===== src/rtl/mac16_pkg.sv =====
package mac16_pkg;
    typedef enum logic [1:0] {
        OP_LOAD = 2'd0,
        OP_ADD  = 2'd1,
        OP_SUB  = 2'd2,
        OP_HOLD = 2'd3
    } mac_op_e;

    typedef enum logic [2:0] {
        SRC_X0   = 3'd0,
        SRC_X1   = 3'd1,
        SRC_Y0   = 3'd2,
        SRC_Y1   = 3'd3,
        SRC_AHI  = 3'd4,
        SRC_BHI  = 3'd5,
        SRC_ZERO = 3'd6
    } src_sel_e;

    localparam logic [1:0] MODE_SS = 2'b00;
    localparam logic [1:0] MODE_SU = 2'b01;
    localparam int         NUM_OPREGS = 4;
    localparam int         NUM_SRCS   = 2;
endpackage


===== src/rtl/mac16_opsel.sv =====
module mac16_opsel #(
    parameter int DW = 16
) (
    input  logic [3:0][DW-1:0] regs,
    input  logic [DW-1:0]      hi_a,
    input  logic [DW-1:0]      hi_b,
    input  logic [2:0]         sel,
    output logic [DW-1:0]      operand
);
    always_comb begin
        case (sel)
            3'd0:    operand = regs[0];
            3'd1:    operand = regs[1];
            3'd2:    operand = regs[2];
            3'd3:    operand = regs[3];
            3'd4:    operand = hi_a;
            3'd5:    operand = hi_b;
            default: operand = '0;
        endcase
    end
endmodule


===== src/rtl/mac16_mul.sv =====
module mac16_mul #(
    parameter int DW = 16
) (
    input  logic [DW-1:0]   a,
    input  logic [DW-1:0]   b,
    input  logic            a_signed,
    input  logic            b_signed,
    output logic [2*DW-1:0] product
);
    localparam int PW = 2 * DW;

    logic [PW-1:0] ext_a;
    logic [PW-1:0] ext_b;

    // Operands widened to product width; the low PW bits of the product
    // are exact for every signedness combination.
    always_comb begin
        ext_a   = a_signed ? {{DW{a[DW-1]}}, a} : {{DW{1'b0}}, a};
        ext_b   = b_signed ? {{DW{b[DW-1]}}, b} : {{DW{1'b0}}, b};
        product = ext_a * ext_b;
    end
endmodule


===== src/rtl/mac16_core.sv =====
module mac16_core #(
    parameter int DW    = 16,
    parameter int GUARD = 8
) (
    input  logic                    clk,
    input  logic                    rst,
    input  logic                    wr_en,
    input  logic [1:0]              wr_sel,
    input  logic [DW-1:0]           wr_data,
    input  logic                    mac_en,
    input  logic [2:0]              src1_sel,
    input  logic [2:0]              src2_sel,
    input  logic [1:0]              sign_mode,
    input  logic [1:0]              op,
    input  logic                    dst_sel,
    output logic [2*DW+GUARD-1:0]   acc_a,
    output logic [2*DW+GUARD-1:0]   acc_b
);
    import mac16_pkg::*;

    localparam int PW = 2 * DW;
    localparam int AW = PW + GUARD;

    typedef struct packed {
        logic [3:0][DW-1:0] regs;
        logic [AW-1:0]      acc_a;
        logic [AW-1:0]      acc_b;
    } mac_state_t;

    mac_state_t s_d, s_q;

    logic [NUM_SRCS-1:0][DW-1:0] opnd;
    logic [NUM_SRCS-1:0][2:0]    src_sel;
    logic                        a_signed, b_signed;
    logic [PW-1:0]               product;

    assign src_sel[0] = src1_sel;
    assign src_sel[1] = src2_sel;

    genvar gi;
    generate
        for (gi = 0; gi < NUM_SRCS; gi++) begin : g_opsel
            mac16_opsel #(.DW(DW)) u_opsel (
                .regs    (s_q.regs),
                .hi_a    (s_q.acc_a[PW-1:DW]),
                .hi_b    (s_q.acc_b[PW-1:DW]),
                .sel     (src_sel[gi]),
                .operand (opnd[gi])
            );
        end
    endgenerate

    always_comb begin
        a_signed = (sign_mode == MODE_SS) || (sign_mode == MODE_SU);
        b_signed = (sign_mode == MODE_SS);
    end

    mac16_mul #(.DW(DW)) u_mul (
        .a        (opnd[0]),
        .b        (opnd[1]),
        .a_signed (a_signed),
        .b_signed (b_signed),
        .product  (product)
    );

    logic [AW-1:0] prod_ext_d;
    logic [AW-1:0] acc_cur;
    logic [AW-1:0] acc_new_d;

    always_comb begin
        s_d = s_q;

        if (wr_en) begin
            s_d.regs[wr_sel] = wr_data;
        end

        prod_ext_d = a_signed ? {{GUARD{product[PW-1]}}, product}
                              : {{GUARD{1'b0}}, product};
        acc_cur    = dst_sel ? s_q.acc_b : s_q.acc_a;

        case (mac_op_e'(op))
            OP_LOAD: acc_new_d = prod_ext_d;
            OP_ADD:  acc_new_d = acc_cur + prod_ext_d;
            OP_SUB:  acc_new_d = acc_cur - prod_ext_d;
            default: acc_new_d = acc_cur;
        endcase

        if (mac_en) begin
            if (dst_sel) s_d.acc_b = acc_new_d;
            else         s_d.acc_a = acc_new_d;
        end

        if (rst) begin
            s_d = '0;
        end
    end

    always_ff @(posedge clk) begin
        s_q <= s_d;
    end

    assign acc_a = s_q.acc_a;
    assign acc_b = s_q.acc_b;
endmodule


===== config.mk =====
export PLATFORM = sky130hd
export DESIGN_NAME = mac16_core
export DESIGN_NICKNAME = d
export VERILOG_FILES = /design/src/rtl/mac16_pkg.sv /design/src/rtl/mac16_opsel.sv /design/src/rtl/mac16_mul.sv /design/src/rtl/mac16_core.sv
export SDC_FILE = /design/constraint.sdc
export NUM_CORES = 2
export LEC_CHECK = 0
export ABC_CLOCK_PERIOD_IN_PS = 18770
export BUFFER_PORTS_ARGS = -buffer_cell sky130_fd_sc_hd__buf_4
export CAP_MARGIN = 30
export CORE_ASPECT_RATIO = 0.6
export CORE_UTILIZATION = 42
export CTS_CLUSTER_DIAMETER = 100
export DETAILED_ROUTE_END_ITERATION = 8
export HOLD_SLACK_MARGIN = 0.08
export PLACE_DENSITY_LB_ADDON = 0.15
export SLEW_MARGIN = 20
export SYNTH_ARGS = -nofsm -noshare
export SYNTH_HDL_FRONTEND = slang
export SYNTH_SLANG_ARGS = --single-unit
export TNS_END_PERCENT = 50

===== constraint.sdc =====
create_clock -name clk -period 18.77 [get_ports clk]
set_input_delay 3.754 -clock clk [delete_from_list [all_inputs] [get_ports clk]]
set_output_delay 3.754 -clock clk [all_outputs]
set_load 0.02 [all_outputs]

==> results.json <==
{
  "synth_top_area_share_pct": 28.50,
  "ys_seq_area_share_pct": 12.29,
  "rr_startpoint": "acc_b[31]$_SDFFE_PP0P_",
  "max_stage_delay_ns": 0.62,
  "gp_congestion": 0.9744,
  "worstHoldEndpoint": "acc_b[0]$_SDFFE_PP0P_",
  "hold_start": "acc_b[0]$_SDFFE_PP0P_",
  "hold_buffers": 0,
  "status": "complete, no violations",
  "ctsResizeCount": 0,
  "hold_viol_final": 0,
  "maxCapViolCount": 0,
  "slew_violations": 0,
  "grt_pass1_wl_um": 133700,
  "n_antenna_cell": 0,
  "wl_um": 88320,
  "hpwl_um": 70930,
  "numPortBuffers": 112,
  "post-route-min-period_ns": 16.77,
  "whs_ns": 0.4687,
  "critPathMostFrequentCell": "fa_1",
  "antenna_found_initial": 5,
  "wire_per_inst_um": 24.26,
  "ys_seq_elements": 144,
  "cts_htree_levels": 4,
  "ff2ff_path_depth": 42,
  "rsz0062_at_grt": "no",
  "post_drt_via_cell_ratio": 5.659,
  "postCtsSetupRepairBufs": 0,
  "clkTransAtPathRegs_ns": 0.07,
  "crit_type": "input pin to register",
  "ys.warnings.count": 0,
  "power_leakage_nw": 12.14,
  "setup_viol": 0,
  "clk_path_buf_depth": 2,
  "setup_tns_ns": 0,
  "synth_cell_types": 79,
  "drt-initial-drc-count": 2071,
  "ios": 113,
  "syn-num-nets": 3371,
  "syn_inst": 2832,
  "hold_path.class": "register to register",
  "core-area_um2": 54670,
  "fin_cells": 3641,
  "worstPathRequired_ns": 19.16,
  "max-slew-margin-rel_pct": 31.55,
  "cts_sinks": 144,
  "netlist_area_um2": 23460,
  "ir_drop_mv": 0.05879,
  "grt_pass1_vias": 20240,
  "reg2reg_to": "acc_b[37]$_SDFFE_PP0P_",
  "timing.fmax_mhz": 59.64,
  "startpoint_type": "input pin",
  "grt_overflow": 0,
  "ys.flop_type": "dfxtp_1",
  "nFillCells": 5381,
  "cts_tree": "yes",
  "fin_nets": 3420,
  "via_count": 20610,
  "cp-end-kind": "register",
  "rows": 66,
  "fin_crit_sh_pct": 89.33,
  "power_density_nw_per_um2": 64.03,
  "seqCellArea_um2": 2883,
  "syn_to_final_growth_pct": 9.519,
  "dp_cells": 3606,
  "critPathArrivalTime_ns": 17.15,
  "numCtsBuffers": 17,
  "die_h_um": 185.1,
  "drive_gt1_share_pct": 11.82,
  "critPathMaxFanout": 38,
  "avgSynthCellArea_um2": 8.284,
  "multi_input_area_um2": 18540,
  "asyncSetResetFlopFracSynth_pct": 0,
  "critPathSlowestCell": "nor4b_1",
  "skew_ns": 0.009088,
  "tightestPinTransition_ns": 1.027,
  "synth_edf_count": 0,
  "synth_top_area_cell": "fa_1",
  "rrSetupSlack_ns": 5.41,
  "synth.area.top_cells": "fa_1 (28%), dfxtp_1 (12%), ha_1 (9.2%), inv_1 (6.6%), nor2_1 (6.1%)",
  "grt_start_max_net_pins": 92,
  "root_buffer": "clkbuf_16",
  "clk-insertion-delay-late_ns": 0.45,
  "holdPathStages": 2,
  "remaining_drc_errors": 0,
  "dr.pass1.iters": 6,
  "die-area_um2": 56840,
  "fp.dieW_um": 307.1,
  "grt_usage_pct": 31.97,
  "antenna_left": 0,
  "start_util_pct": 42.92
}
critical path: cells and delay by family:
kind	cells	cell delay [ns]
multiplexers	2	0.75
buffers and inverters	4	1.03
XOR/XNOR	2	0.31
AND/OR/NAND/NOR	9	3.56
adder cells (fa/ha/maj)	10	4.15
AO/OA/AOI/OAI	16	3.53
cell families after synthesis:
group           Yosys count  synth area share, %
mux                     114                5.936
buf+inv                 543                8.720
xor+xnor                117                4.426
flops                   144                12.29
fa+ha+maj               506                37.67
compound gates          516                14.06
simple gates            892                16.90
how the worst max path moves through the flow:
stage | startpoint | cells after the start | slack, ns | to
2_1_floorplan | src1_sel[1] | 45 | 3.35 | acc_b[37]$_SDFFE_PP0P_
3_3_place_gp | src2_sel[0] | 42 | 2.07 | acc_b[37]$_SDFFE_PP0P_
3_5_place_dp | src2_sel[0] | 42 | 1.75 | acc_b[37]$_SDFFE_PP0P_
4_1_cts | src2_sel[0] | 42 | 2.18 | acc_b[37]$_SDFFE_PP0P_
5_1_grt | src2_sel[0] | 43 | 1.39 | acc_b[37]$_SDFFE_PP0P_
6_report | src2_sel[0] | 43 | 2.00 | acc_b[37]$_SDFFE_PP0P_
cell usage in the layout (no fill, tap or decap), drive strengths merged, types with 26 or more instances in the layout:
cell | synthesis | layout
inv | 410 | 417
nor2 | 380 | 380
fa | 334 | 334
nand2 | 286 | 286
a21oi | 224 | 224
ha | 172 | 172
buf | 21 | 160
dfxtp | 144 | 144
xnor2 | 90 | 90
o21ai | 71 | 71
mux2 | 61 | 61
or2 | 56 | 56
nand2b | 40 | 40
mux2i | 39 | 39
a21o | 35 | 35
xor2 | 26 | 26
synthesized netlist by cell type, types with 18 or more instances:
master / number
o21ai_0: 64
xnor2_1: 90
xor2_1: 26
mux2_2: 61
mux2i_1: 39
nand2b_1: 40
ha_1: 172
clkbuf_1: 112
nor2b_1: 19
nand3b_1: 18
a221oi_1: 18
fa_1: 334
nor2_1: 380
a21oi_1: 224
dfxtp_1: 144
or2_2: 55
nand2_1: 286
a21o_1: 34
o21a_1: 20
nand3_1: 24
inv_1: 410
final cells by class:
| type | instances | share of cell area (%) |
|---|---|---|
| clock buffer | 17 | 1.656 |
| clock inverter | 14 | 0.4772 |
| inverter | 410 | 5.990 |
| multi-input combinational | 2145 | 72.16 |
| sequential | 144 | 11.22 |
| tap | 748 | 3.642 |
| timing repair buffer | 163 | 4.855 |
where the power goes:
| group | internal (W) | switching, W | total, W | leakage, nW |
|---|---|---|---|---|
| logic | 0.000360 | 0.000583 | 0.000943 | 10.7 |
| registers | 0.000328 | 0.0000373 | 0.000365 | 1.17 |
| clock network | 0.000173 | 0.000164 | 0.000337 | 0.257 |
state kept, by name, summed over array words and instances (netlist names):
register	cells
acc_a	40
acc_b	40
s_q	64
layer usage:
metal  share of wire (%)  global-route usage, %  wire length (um)
met1                  49                  49.64             43000
met2                  35                  38.56             31320
met3                  14                  15.47             12730
met4                 1.2                  4.677              1039
met5                0.26                  1.464               230
stage by stage:
step                      power [W]  worst slack (ns)  utilization (%)  instance area [um2]
after floorplan           0.0009791             3.351                -                23460
final                      0.001645             2.002            47.00                25690
after detailed placement   0.001273             1.746            45.91                25100
after global placement     0.001269             2.072            45.83                25050
after global routing       0.001735             1.394            47.00                25690
after CTS                  0.001614             2.179            46.91                25640
(Power assumes the default switching activity.)
